[config.mk]
export PLATFORM = sky130hd
export DESIGN_NAME = fdc_host_status
export DESIGN_NICKNAME = d
export VERILOG_FILES = /design/src/rtl/fdc_status_pkg.sv /design/src/rtl/fdc_phase_ctrl.sv /design/src/rtl/fdc_status_dp.sv /design/src/rtl/fdc_host_status.sv
export SDC_FILE = /design/constraint.sdc
export NUM_CORES = 1
export LEC_CHECK = 0
export ABC_AREA = 1
export BUFFER_PORTS_ARGS = -buffer_cell sky130_fd_sc_hd__buf_2
export CAP_MARGIN = 40
export CORE_UTILIZATION = 39
export CTS_BUF_LIST = sky130_fd_sc_hd__clkbuf_8
export DETAILED_ROUTE_END_ITERATION = 8
export PLACE_DENSITY = 0.57
export REMOVE_ABC_BUFFERS = 1
export SETUP_SLACK_MARGIN = 0.4
export SKIP_LAST_GASP = 1
export SLEW_MARGIN = 5
export SYNTH_ARGS = -nofsm -noshare
export SYNTH_HDL_FRONTEND = slang
export SYNTH_SLANG_ARGS = --single-unit
[constraint.sdc]
create_clock -name clk -period 2.6 [get_ports clk]
set_input_delay 0.13 -clock clk [delete_from_list [all_inputs] [get_ports clk]]
set_output_delay 0.13 -clock clk [all_outputs]
set_load 0.005 [all_outputs]
[src/rtl/fdc_status_pkg.sv]
package fdc_status_pkg;
  typedef enum logic [1:0] {PH_CMD, PH_EXEC, PH_RES} phase_t;

  // Status register bit positions (host software decodes these).
  localparam int MSR_RQM  = 7;
  localparam int MSR_DIO  = 6;
  localparam int MSR_NDMA = 5;
  localparam int MSR_BUSY = 4;

  // Strobes from the phase control to the datapath.
  typedef struct packed {
    logic setRqm;
    logic clrRqm;
    logic setDio;
    logic clrDio;
    logic setBusy;
    logic clrBusy;
    logic setNonDma;
    logic clrNonDma;
    logic clrSt0;
    logic loadSt0Head;
    logic push;
    logic pop;
  } dpStrobe_t;
endpackage

[src/rtl/fdc_phase_ctrl.sv]
module fdc_phase_ctrl
  import fdc_status_pkg::*;
(
  input  logic      clk,
  input  logic      rst,
  input  logic      busWr,
  input  logic      busRd,
  input  logic      busAddr,
  input  logic      cmdDone,
  input  logic      cmdIsAccess,
  input  logic      dmaMode,
  input  logic      execDone,
  input  logic      resPush,
  input  logic      rqm,
  input  logic      dio,
  input  logic      fifoEmpty,
  input  logic      fifoLast,
  output dpStrobe_t strb,
  output logic      inResult,
  output logic      cmdByteValid
);
  phase_t phase, nextPhase;
  logic   popOk;

  always_ff @(posedge clk) begin
    if (rst) phase <= PH_CMD;
    else     phase <= nextPhase;
  end

  always_comb begin
    strb      = '0;
    nextPhase = phase;
    popOk     = busRd & busAddr & (phase == PH_RES) & ~fifoEmpty;
    case (phase)
      PH_CMD: begin
        if (cmdDone) begin
          strb.clrRqm      = 1'b1;
          strb.clrSt0      = ~cmdIsAccess;
          strb.loadSt0Head = cmdIsAccess;
          strb.setBusy     = cmdIsAccess;
          strb.setNonDma   = ~dmaMode;
          nextPhase        = PH_EXEC;
        end
      end
      PH_EXEC: begin
        strb.push = resPush;
        if (execDone) begin
          strb.clrNonDma = 1'b1;
          strb.setRqm    = 1'b1;
          strb.setDio    = 1'b1;
          nextPhase      = PH_RES;
        end
      end
      PH_RES: begin
        strb.pop = popOk;
        if (fifoEmpty | (popOk & fifoLast)) begin
          strb.setRqm    = 1'b1;
          strb.clrDio    = 1'b1;
          strb.clrBusy   = 1'b1;
          strb.clrNonDma = 1'b1;
          nextPhase      = PH_CMD;
        end
      end
      default: nextPhase = PH_CMD;
    endcase
  end

  assign inResult     = (phase == PH_RES);
  assign cmdByteValid = busWr & busAddr & rqm & ~dio;
endmodule

[src/rtl/fdc_status_dp.sv]
module fdc_status_dp
  import fdc_status_pkg::*;
#(
  parameter int NUM_DRIVES = 4,
  parameter int RES_DEPTH  = 8,
  localparam int DRV_W = (NUM_DRIVES > 1) ? $clog2(NUM_DRIVES) : 1,
  localparam int PTR_W = (RES_DEPTH > 1) ? $clog2(RES_DEPTH) : 1,
  localparam int CNT_W = PTR_W + 1
)(
  input  logic             clk,
  input  logic             rst,
  input  dpStrobe_t        strb,
  input  logic [2:0]       driveHead,
  input  logic [7:0]       resData,
  input  logic             seekSet,
  input  logic             seekClr,
  input  logic [DRV_W-1:0] seekDrive,
  output logic [7:0]       msr,
  output logic [7:0]       st0,
  output logic [7:0]       fifoHead,
  output logic             fifoEmpty,
  output logic             fifoLast
);
  logic       rqm, dio, nonDma, busy;
  logic [3:0] seekBits;

  always_ff @(posedge clk) begin
    if (rst) begin
      rqm <= 1'b1; dio <= 1'b0; nonDma <= 1'b0; busy <= 1'b0; st0 <= '0;
    end else begin
      if (strb.setRqm)         rqm    <= 1'b1;
      else if (strb.clrRqm)    rqm    <= 1'b0;
      if (strb.setDio)         dio    <= 1'b1;
      else if (strb.clrDio)    dio    <= 1'b0;
      if (strb.setNonDma)      nonDma <= 1'b1;
      else if (strb.clrNonDma) nonDma <= 1'b0;
      if (strb.setBusy)        busy   <= 1'b1;
      else if (strb.clrBusy)   busy   <= 1'b0;
      if (strb.loadSt0Head)    st0    <= {5'b0, driveHead};
      else if (strb.clrSt0)    st0    <= '0;
    end
  end

  for (genvar d = 0; d < 4; d++) begin : g_seek
    if (d < NUM_DRIVES) begin : g_on
      logic hit;
      assign hit = (seekDrive == DRV_W'(d));
      always_ff @(posedge clk) begin
        if (rst)                 seekBits[d] <= 1'b0;
        else if (seekSet & hit)  seekBits[d] <= 1'b1;
        else if (seekClr & hit)  seekBits[d] <= 1'b0;
      end
    end else begin : g_off
      assign seekBits[d] = 1'b0;
    end
  end

  assign msr = {rqm, dio, nonDma, busy, seekBits};

  // Result queue
  logic [7:0]       mem [RES_DEPTH];
  logic [PTR_W-1:0] wrPtr, rdPtr;
  logic [CNT_W-1:0] cnt;
  logic             doPush, doPop;

  assign doPush = strb.push & (cnt < CNT_W'(RES_DEPTH));
  assign doPop  = strb.pop & (cnt != '0);

  always_ff @(posedge clk) begin
    if (rst) begin
      wrPtr <= '0; rdPtr <= '0; cnt <= '0;
    end else begin
      if (doPush) begin
        mem[wrPtr] <= resData;
        wrPtr <= (wrPtr == PTR_W'(RES_DEPTH - 1)) ? '0 : wrPtr + 1'b1;
      end
      if (doPop)
        rdPtr <= (rdPtr == PTR_W'(RES_DEPTH - 1)) ? '0 : rdPtr + 1'b1;
      cnt <= cnt + CNT_W'(doPush) - CNT_W'(doPop);
    end
  end

  assign fifoHead  = mem[rdPtr];
  assign fifoEmpty = (cnt == '0);
  assign fifoLast  = (cnt == CNT_W'(1));
endmodule

[src/rtl/fdc_host_status.sv]
module fdc_host_status
  import fdc_status_pkg::*;
#(
  parameter int NUM_DRIVES = 4,
  parameter int RES_DEPTH  = 8
)(
  input  logic       clk,
  input  logic       rst,
  input  logic       busWr,
  input  logic       busRd,
  input  logic       busAddr,
  input  logic [7:0] busWrData,
  output logic [7:0] busRdData,
  output logic       cmdByteValid,
  output logic [7:0] cmdByte,
  input  logic       cmdDone,
  input  logic       cmdIsAccess,
  input  logic [2:0] cmdDriveHead,
  input  logic       dmaMode,
  input  logic       execDone,
  input  logic       resPush,
  input  logic [7:0] resData,
  input  logic       seekSet,
  input  logic       seekClr,
  input  logic [1:0] seekDrive,
  output logic [7:0] st0
);
  dpStrobe_t  strb;
  logic [7:0] msr, fifoHead;
  logic       fifoEmpty, fifoLast, inResult;

  fdc_phase_ctrl u_ctrl (
    .clk(clk), .rst(rst), .busWr(busWr), .busRd(busRd), .busAddr(busAddr),
    .cmdDone(cmdDone), .cmdIsAccess(cmdIsAccess), .dmaMode(dmaMode),
    .execDone(execDone), .resPush(resPush),
    .rqm(msr[MSR_RQM]), .dio(msr[MSR_DIO]),
    .fifoEmpty(fifoEmpty), .fifoLast(fifoLast),
    .strb(strb), .inResult(inResult), .cmdByteValid(cmdByteValid)
  );

  fdc_status_dp #(.NUM_DRIVES(NUM_DRIVES), .RES_DEPTH(RES_DEPTH)) u_dp (
    .clk(clk), .rst(rst), .strb(strb), .driveHead(cmdDriveHead),
    .resData(resData), .seekSet(seekSet), .seekClr(seekClr),
    .seekDrive(seekDrive), .msr(msr), .st0(st0),
    .fifoHead(fifoHead), .fifoEmpty(fifoEmpty), .fifoLast(fifoLast)
  );

  assign cmdByte   = busWrData;
  assign busRdData = !busAddr ? msr : ((inResult & ~fifoEmpty) ? fifoHead : 8'h00);
endmodule

After elaboration in Yosys (flattened, before gate mapping)
Memory sizes are Yosys's and may differ from the RTL's. A register that Yosys moved wholly into a read port is not among the register bits.
Cells that the tools add are included.
- register bits: 23
- latch bits: 0
- bits in writable memories: 64
- ROM bits: 0
- bits of input ports: 33
- memories: 1
- add/subtract/negate cells: 4
- multiply operators: 0
- divide/modulo/power cells: 0
- order comparisons: 1
- eq/ne operators: 11
- shifts and indexed selects: 0
- mux-type cells: 43
- bitwise gates (word level): 23
- reductions and logical operators: 14
- memories (memory ; words ; bits a word ; rd ports ; clocked after memory_dff ; write ports ; line ; RTL):
    u_dp.mem ; 8 ; 8 ; 1 ; 1 ; 1 ; fdc_status_dp.sv:61 ; logic [7:0] mem [RES_DEPTH];
- operator list (operator ; count):
    1-bit 2-to-1 mux ; 28
    1-bit bitwise AND ; 18
    3-bit 2-to-1 mux ; 6
    8-bit 2-to-1 mux ; 2
    2-bit nonzero test ; 8
    2-bit 2-to-1 mux ; 5
    3-bit by 1-bit adder with 3-bit output, second input constant ; 2
    2-bit equality test, second input constant ; 3
    3-bit equality test, second input constant ; 2
    2-bit one-hot mux with 3 select lines ; 1
    4-bit by 1-bit adder with 4-bit output ; 1
    2-bit by 1-bit equality test with 1-bit output, second input constant ; 2
    4-bit by 1-bit equality test with 1-bit output, second input constant ; 1
    2-bit logical NOT ; 2
    4-bit logical NOT ; 1
    4-bit less-than comparator, second input constant ; 1
    2-bit != test, second input constant ; 2
    1-bit NOT ; 4
    4-bit nonzero test ; 1
    4-bit by 1-bit subtractor with 4-bit output ; 1
    3-bit AND reduction ; 1
    2-bit by 1-bit != test with 1-bit output, second input constant ; 1
    1-bit one-hot mux with 2 select lines ; 1
    2-bit OR reduction ; 1
    1-bit OR ; 1

Logic depth before layout (Yosys ltp)
Gate-level depths: netlist of the first run.
- depth after elaboration: 9
- gate-level depth with buffers: 14
- mapped depth without buffers: 14

Cells and area by module
From an unflattened synthesis of the first run, not the netlist that was laid out.
- cell total of the unflattened synthesis: 533
- area, all modules: 4564.4 um^2
- by module, submodules not included (module ; times used ; cells each ; area an instance (um^2) ; sequential area each (um^2)):
    fdc_status_dp ; 1 ; 434 ; 4013.8 ; 2402.3
    fdc_phase_ctrl ; 1 ; 47 ; 281.5 ; 40.0
    fdc_host_status ; 1 ; 52 ; 269.0 ; 0.0

Worst setup path after synthesis of the first run
Ideal clock, no wire load.
- path type: register to register
- start point: register u_ctrl.phase[1]
- end point: memory u_dp.mem[2][0] (enable)
- setup time: 0.383 ns
- arrival time: 1.530 ns
- required time: 2.217 ns
- setup slack: 0.687 ns
- stages on the path, launching flop included: 7
- path buffers: 0
- period minus slack after synthesis: 1.913 ns
- path through: dfxtp_1 > inv_1 > ha_1 > nand3_2 > nor2_2 > nand2_1 > nor3_1
- longest elaborated chain between the ends: 6
- ends and longest elaborated chain (element ; line ; RTL):
    start, declared ; fdc_phase_ctrl.sv:22 ; phase_t phase, nextPhase;
    start signal, assigned ; fdc_phase_ctrl.sv:27 ; else phase <= nextPhase;
    2-bit by 1-bit equality test with 1-bit output ; fdc_phase_ctrl.sv:34 ; case (phase)
    1-bit 2-to-1 mux ; fdc_phase_ctrl.sv:34 ;
    1-bit bitwise AND ; fdc_status_dp.sv:66 ; assign doPush = strb.push & (cnt < CNT_W'(RES_DEPTH));
    1-bit 2-to-1 mux ; fdc_status_dp.sv:73 ; if (doPush) begin
    1-bit 2-to-1 mux ; fdc_status_dp.sv:70 ; if (rst) begin
    1-bit 2-to-1 mux (implied by the code) ; fdc_status_dp.sv:74 ; mem[wrPtr] <= resData;
    end, declared ; fdc_status_dp.sv:61 ;
No other way between the ends.

Worst setup path in the final report of the first run
- start point: register u_ctrl.phase[0]
- end point: register u_dp.cnt[2]
- longest elaborated chain between the ends: 6
- elaborated cells between the ends (all ways): 10
- classes of those cells: add/sub: 2; eq/ne: 2; mux: 2; bitwise: 4
- ends and longest elaborated chain (element ; line ; RTL):
    branches (longest 5 deep; another with 4-bit by 1-bit adder with 4-bit output) ; n/a ;
    4-bit by 1-bit subtractor with 4-bit output * ; fdc_status_dp.sv:79 ; cnt <= cnt + CNT_W'(doPush) - CNT_W'(doPop);
    end signal, assigned ; fdc_status_dp.sv:79 ;
    end, declared ; fdc_status_dp.sv:63 ; logic [CNT_W-1:0] cnt;
Mark *: on every way between the ends.
A chain may end at the register's enable or synchronous reset.

==> results.yml, run 1 <==
clock_tree:
  cts_sinks: 90
  root_buffer: "clkbuf_8"
  clk_pin_slew_ns: 0.09
  cts_setup_buffers: 0
  cts_buffer_depth: 2
  hold_buffers: 0
  h-tree-depth: 3
  worstSkewPairLatency_ns: 0.36
  cts-buffers-inserted: 9
  cts_tree: "yes"
  post_cts_resized: 0
route:
  drt_iter0_drc: 109
  ant_nets: 0
  viasPerCell: 4.76
  dr_wl_met2_um: 3730
  wl_met1_um: 4020
  wirelength_um: 8320
  post_drt_wl_per_cell_um: 14.3
  highest_layer: "met4"
  met3_length_um: 479
  drc: 0
  vias: 2762
  firstDrtPassIters: 4
pwr:
  irDropWorstVdd_mv: 0.421
  powerDensity_nw_per_um2: 728
  p_leak_uw: 0.00184
die:
  fp.dieH_um: 104
  rows: 37
  die_w_um: 104
  die_area_um2: 10900
  initial_core_util_pct: 40.0
  io_pins: 58
  core_um2: 10200
finish:
  finalNonFillerCells: 580
  antennaDiodeCount: 0
  syn2layout_area_growth_pct: 11.3
  nets: 485
  final_cell_mix: "76 x nand2_1, 64 x edfxtp_1, 58 x inv_1"
  final_common_cell: "nand2_1"
  fill_cells: 985
  drive_gt1_share_pct: 17.6
global_route:
  antenna_found_initial: 0
  grt_overflow: 0
  grt_max_degree: 65
  first_global_vias: 2631
  track_usage_pct: 16.3
  grt_pass1_wl_um: 13400
timing:
  setup_violations: 0
  rsz0062_at_grt: "true"
  period_needed_ns: 2.06
  period_share_pct: 79.1
  fin_setup_tns_ns: 0
  tightest_slew_ns: 0.625
  finalMaxSlewViolations: 0
  clock_skew_ns: 0.0127
  hold_slack_ns: 0.0227
  setup_ws_ns: 0.542
  slew_headroom_pct: 58.3
  finalHoldViolCount: 0
  maxClockFrequency_ghz: 0.486
critical_path:
  arrival_ns: 2.30
  endpoint_kind: "flip-flop"
  cp_cell_sequence: "inv_1 > ha_2 > nand3_1 > inv_1 > nand2_1 > inv_2 > nand2_1 > nand2_1 > ha_1 > inv_1 > fa_1 > xor2_1 > nor2_1"
  max_stage_delay_ns: 0.37
  cp_max_fo: 4
  worst_setup_path_start_kind: "flip-flop"
  critPathTopFamily: "adder cells"
  cp_data_required_time_ns: 2.84
  path_buf_inv: 4
  regToRegSetupSlack_ns: 0.54
  crit_type: "flip-flop to flip-flop"
  slowest_stage: "fa_1"
yosys:
  synth.distinct_cells: 30
  ys_seq_area_share_pct: 59.7
  synth-seq-cells: 90
  yosysWarnings: 0
  synth_top_area_share_pct: 47.0
  netlist_area_um2: 4090
  synthTopCellsByArea: "edfxtp_1 47%, dfxtp_1 13%, nand2_1 7.0%"
  syn_inst: 402
  syn_avg_cell_area_um2: 10.2
  yosys.area.top_type: "edfxtp_1"
min_path:
  min_path_type: "input port to flip-flop"
placement:
  dp.cells: 564
  routabilityCongestion: 0.754
  portBuffers: 36
  dp.final_hpwl_um: 5610
  dp_slack_ns: 0.522
status:
  outcome: "finished clean"
flow_run:
  cap_violations: 0
## metrics by stage
step	utilization (%)	total power [µW]	instance area, µm²
after global placement	42.4	2300	4330
after floorplan	-	2120	3880
after global routing	44.5	3500	4550
after CTS	44.5	3330	4550
final	44.5	3310	4550
after detailed placement	42.4	2310	4330
## flip-flops by register name, indices dropped and copies added (netlist names), named ones only
register      flops
u_dp.mem         64
u_dp.cnt          4
u_dp.msr          4
u_dp.rdPtr        3
u_dp.st0          3
u_dp.wrPtr        3
u_ctrl.phase      2
u_dp.busy         1
u_dp.dio          1
u_dp.nonDma       1
u_dp.rqm          1
## worst paths after layout
| path | from | endpoint | cells after the start |
|---|---|---|---|
| worst max-delay path | u_ctrl.phase[0] | u_dp.cnt[2] | 13 |
| worst min register to register | u_dp.msr[3] | u_dp.msr[3] | 2 |
| worst min-delay path | cmdDriveHead[0] | u_dp.st0[0] | 3 |
| worst max register to register | u_ctrl.phase[0] | u_dp.cnt[2] | 13 |
## metal layers
metal	vias up	track usage, %
met2	91	25.2
met4	0	4.90
met1	1260	22.1
met3	8	4.70
li1	1403	-
met5	-	0
## area by class of cell
type,count,area [µm²],share of cell area (%)
inverters,59,221,4.86
multi-input cells,230,1220,26.8
clock inverters,7,92.6,2.03
repair buffers,49,278,6.10
flip-flops and latches,90,2440,53.7
well taps,136,170,3.74
clock buffers,9,124,2.72
## worst register-to-register path: stages, from the launching register on
cell	delay [ns]
dfxtp_1	0.33
inv_1	0.11
ha_2	0.22
nand3_1	0.10
inv_1	0.06
nand2_1	0.09
inv_2	0.10
nand2_1	0.09
nand2_1	0.07
ha_1	0.16
inv_1	0.06
fa_1	0.37
xor2_1	0.14
nor2_1	0.05
## logic make-up after synthesis
| group | Yosys count | share of synthesized area [%] |
|---|---|---|
| and+or+nand+nor | 152 | 15.7 |
| xor gates and xnor gates | 1 | 0.214 |
| adders and majority gates | 13 | 4.16 |
| AOI/OAI and AO/OA | 59 | 9.23 |
| buffers and inverters | 86 | 10.9 |
| DFF | 90 | 59.7 |
| other | 1 | 0.0916 |
## report_power, final
| part | total [µW] | switching [µW] | leakage (µW) | internal, µW |
|---|---|---|---|---|
| Sequential | 1680 | 53.6 | 0.000789 | 1620 |
| Clock | 1030 | 492 | 0.000103 | 540 |
| Combinational | 606 | 380 | 0.000951 | 226 |
## Yosys cell counts
master	instances
a211oi_1	1
a21oi_1	15
a21oi_2	4
a31oi_1	1
and3_2	1
buf_2	5
buf_4	15
buf_6	5
buf_8	2
conb_1	1
dfxtp_1	26
edfxtp_1	64
fa_1	1
ha_1	12
inv_1	59
nand2_1	76
nand2_2	1
nand3_1	39
nand3_2	1
nand4_1	1
nor2_1	28
nor2_2	2
nor3_1	2
o211ai_1	24
o21ai_0	8
o21ai_1	4
o22ai_1	1
o31ai_1	1
or2_2	1
xor2_1	1
No activity file was read; power rests on OpenSTA's default activity.
==> run 2: changes to the inputs <==
clock period = 2.11 ns   (was 2.6 ns; I/O delays follow)
==> results.yml, run 2 (same netlist as run 1, synthesis figures left out) <==
timing:
  finalMaxSlewViolations: 0
  maxClockFrequency_ghz: 0.541
  setup_ws_ns: 0.260
  fin_setup_tns_ns: 0
  finalHoldViolCount: 0
  rsz0062_at_grt: "true"
  period_share_pct: 87.7
  setup_violations: 0
  hold_slack_ns: 0.0196
  clock_skew_ns: 0.00735
  period_needed_ns: 1.85
die:
  core_um2: 10200
  die_area_um2: 10900
  io_pins: 58
  die_w_um: 104
  initial_core_util_pct: 40.0
  fp.dieH_um: 104
  rows: 37
global_route:
  grt_max_degree: 17
  use_met3_pct: 5.33
  first_global_vias: 2846
  top_usage_layer: "met2"
  grt_overflow: 0
  grt_pass1_wl_um: 14300
  track_usage_pct: 17.4
  use_met1_pct: 22.0
  use_met2_pct: 27.7
  antenna_found_initial: 0
finish:
  syn2layout_area_growth_pct: 24.0
  top_register: "u_dp.mem"
  fill_cells: 929
  drive_gt1_share_pct: 30.6
  multi_input_area_um2: 1440
  final_area_um2: 5070
  largest_reg_flops: 64
  nets: 515
  ff_latch_area_um2: 2450
  final_common_cell: "nand2_1"
  antennaDiodeCount: 0
  final_cell_mix: "66 x nand2_1, 64 x edfxtp_1, 52 x inv_1"
placement:
  dp_slack_ns: 0.0115
  placed_area_um2: 4390
  portBuffers: 36
  routabilityCongestion: 0.772
  dp.final_hpwl_um: 5790
flow_run:
  cap_violations: 0
pwr:
  powerDensity_nw_per_um2: 879
  irDropWorstVdd_mv: 0.619
  power_uw: 4460
  p_leak_uw: 0.00204
route:
  vias: 2895
  drc: 0
  drt_iter0_drc: 150
  ant_nets: 0
  viasPerCell: 4.75
  post_drt_wl_per_cell_um: 14.6
  wirelength_um: 8920
  firstDrtPassIters: 4
clock_tree:
  cts_sinks: 90
  cts_tree: "yes"
  cts-buffers-inserted: 9
  h-tree-depth: 3
  worstSkewPairLatency_ns: 0.35
  cts_buffer_depth: 2
  root_buffer: "clkbuf_8"
  clk_pin_slew_ns: 0.09
critical_path:
  worst_setup_path_start_kind: "flip-flop"
  cp_max_fo: 3
  arrival_ns: 2.09
  worst_r2r_path_depth: 13
  cp_data_required_time_ns: 2.35
  crit_type: "flip-flop to flip-flop"
  endpoint_kind: "flip-flop"
min_path:
  min_path_cells: 1
  min_path_type: "input port to flip-flop"
status:
  outcome: "finished clean"
[run 2: critical path: stages, from the launching register on]
cell and delay, ns:
dfxtp_2 0.33, inv_2 0.05, ha_4 0.16, inv_4 0.05, nor2_4 0.03, nand2_2 0.09
nand2_4 0.06, inv_2 0.06, nand2_2 0.06, nand2_2 0.09, ha_4 0.15, inv_2 0.04
fa_2 0.51, nor2_1 0.05
[run 2: final cells by class]
class | count | area share (%)
Clock buffer | 10 | 2.71
Inverter | 59 | 4.54
Multi-Input combinational cell | 230 | 28.4
Sequential cell | 90 | 48.4
Clock inverter | 6 | 1.50
Tap cell | 136 | 3.35
Timing Repair Buffer | 79 | 11.1
[run 2: timing repair]
item / 4_1_cts / 5_1_grt
gates resized for setup: 39 / 32
hold buffers: 4 / 0
pin swaps: 15 / 17
buffers inserted: 9 / 10
cloned: 0 / 0
setup endpoints to repair: 50 / 74
hold endpoints to repair: 4 / 0
[run 2: routing by layer]
layer | share of wire [%] | vias up
met4 | 2.2 | 0
met3 | 5.2 | 16
met2 | 48 | 92
li1 | - | 1463
met5 | 0 | -
met1 | 45 | 1324
[run 2: metrics by stage]
step                utilization, %  instances
finish                        49.6        610
detailed placement            42.9        571
global route                  49.6        610
CTS                           47.5        600
global placement              42.9        571
floorplan                        -        379
[run 2: power breakdown]
group | switching (µW) | internal [µW] | total, µW
clock network | 569 | 686 | 1250
registers | 85.9 | 2010 | 2100
logic | 622 | 488 | 1110
total | 1280 | 3180 | 4460
[run 2: path summary, 6_finish.rpt]
check	to	start	slack, ns
max	u_dp.cnt[1]	u_dp.cnt[2]	0.26
min	u_dp.mem[7][2]	resData[2]	0.02
max reg2reg	u_dp.cnt[1]	u_dp.cnt[2]	0.26
min reg2reg	u_dp.msr[0]	u_dp.msr[0]	0.47
==> run 3: changes to the inputs <==
BUFFER_PORTS_ARGS = default   (was -buffer_cell sky130_fd_sc_hd__buf_2)
DONT_BUFFER_PORTS = 1   (was default)
PLACE_DENSITY = 0.52   (was 0.57)
REMOVE_ABC_BUFFERS = default   (was 1)
==> results.yml, run 3 (same netlist as run 1, synthesis figures left out) <==
clock_tree:
  cts_sinks: 90
  root_buffer: "clkbuf_8"
  worstSkewPairLatency_ns: 0.36
  cts_tree: "yes"
  cts-buffers-inserted: 9
  hold_buffers: 17
  clk_pin_slew_ns: 0.09
  h-tree-depth: 3
  cts_buffer_depth: 2
global_route:
  antenna_found_initial: 0
  grt_pass1_wl_um: 14500
  grt_overflow: 0
  track_usage_pct: 17.6
  grt_max_degree: 65
  first_global_vias: 2821
die:
  die_w_um: 104
  rows: 37
  fp.dieH_um: 104
  initial_core_util_pct: 40.0
  core_um2: 10200
  die_area_um2: 10900
  io_pins: 58
finish:
  final_common_cell: "edfxtp_1"
  fill_cells: 958
  nets: 480
  final_util_pct: 48.5
  largest_reg_flops: 64
  top_register: "u_dp.mem"
  antennaDiodeCount: 0
  syn2layout_area_growth_pct: 21.3
  drive_gt1_share_pct: 23.2
  final_cell_mix: "64 x edfxtp_1, 63 x nand2_1, 51 x inv_1"
  multi_input_area_um2: 1490
  ff_latch_area_um2: 2450
flow_run:
  cap_violations: 0
route:
  vias: 2848
  viasPerCell: 4.95
  ant_nets: 0
  wirelength_um: 9300
  firstDrtPassIters: 5
  post_drt_wl_per_cell_um: 16.2
  drc: 0
  drt_iter0_drc: 167
timing:
  finalHoldViolCount: 9
  period_needed_ns: 1.81
  maxClockFrequency_ghz: 0.552
  finalMaxSlewViolations: 0
  setup_violations: 0
  hold_slack_ns: -0.202
  rsz0062_at_grt: "true"
  period_share_pct: 85.8
  fin_setup_tns_ns: 0
  clock_skew_ns: 0.0111
status:
  violations: "negative hold slack"
  outcome: "finished with violations"
critical_path:
  arrival_ns: 2.11
  crit_type: "flip-flop to flip-flop"
  cp_data_required_time_ns: 2.41
  cp_max_fo: 3
  endpoint_kind: "flip-flop"
  worst_setup_path_start_kind: "flip-flop"
min_path:
  min_path_type: "input port to flip-flop"
placement:
  dp.final_hpwl_um: 5610
  routabilityCongestion: 0.752
  portBuffers: 0
pwr:
  irDropWorstVdd_mv: 0.581
  powerDensity_nw_per_um2: 865
  p_leak_uw: 0.00187
==> run 3: final cells by class <==
cell class              instances  area share, %
flip-flops and latches         90           49.4
multi-input cells             230           30.0
repair buffers                 44           8.87
inverters                      59           4.61
well taps                     136           3.43
clock buffers                   9           2.49
clock inverters                 7           1.26
==> run 3: stage by stage <==
stage / power (µW) / hold slack [ns] / area (µm²) / setup slack [ns] / instances
5_1_grt: 4550 / -0.230 / 4970 / 0.194 / 575
6_report: 4290 / -0.202 / 4970 / 0.299 / 575
3_5_place_dp: 2780 / 0.179 / 4150 / 0.0146 / 526
3_3_place_gp: 2770 / 0.175 / 4150 / 0.134 / 526
4_1_cts: 4180 / -0.215 / 4800 / 0.301 / 572
2_1_floorplan: 2660 / 0.204 / 4110 / 0.197 / 406
==> run 3: repair_timing <==
item,CTS,global route
hold endpoints to repair,80,9
cloned,0,1
setup buffers,13,4
resized for setup,49,33
pin swaps,12,18
setup endpoints to repair,51,77
==> run 3: power by group <==
part | internal [µW] | total [µW] | switching [µW]
sequential | 2010 | 2100 | 87.9
clock | 537 | 1140 | 601
combinational | 455 | 1060 | 600
==> run 3: layer usage <==
| layer | track usage, % | vias up | wire [µm] |
|---|---|---|---|
| li1 | - | 1398 | - |
| met1 | 22.4 | 1363 | 4110 |
| met2 | 29.1 | 72 | 4650 |
| met3 | 5.20 | 15 | 422 |
| met4 | 5.00 | 0 | 124 |
| met5 | 0 | - | 0 |
==> run 3: worst max-delay path, cell delays in order, from the launching register on <==
cell and delay (ns):
dfxtp_2 0.32, inv_2 0.07, ha_4 0.14, inv_4 0.03
nor2_4 0.13, nand2_2 0.08, nand2_2 0.08, inv_2 0.04
nand2_2 0.07, nand2_2 0.07, ha_4 0.16, inv_2 0.05
fa_2 0.42, nor2_1 0.09
==> run 3: path summary, 6_finish.rpt <==
path / to / slack [ns] / from / cells after the start
setup / recovery: u_dp.cnt[1] / 0.30 / u_dp.cnt[2] / 13
hold / removal: u_dp.st0[2] / -0.20 / rst / 1
setup reg to reg: u_dp.cnt[1] / 0.30 / u_dp.cnt[2] / 13
hold reg to reg: u_dp.nonDma / 0.48 / u_dp.nonDma / 2
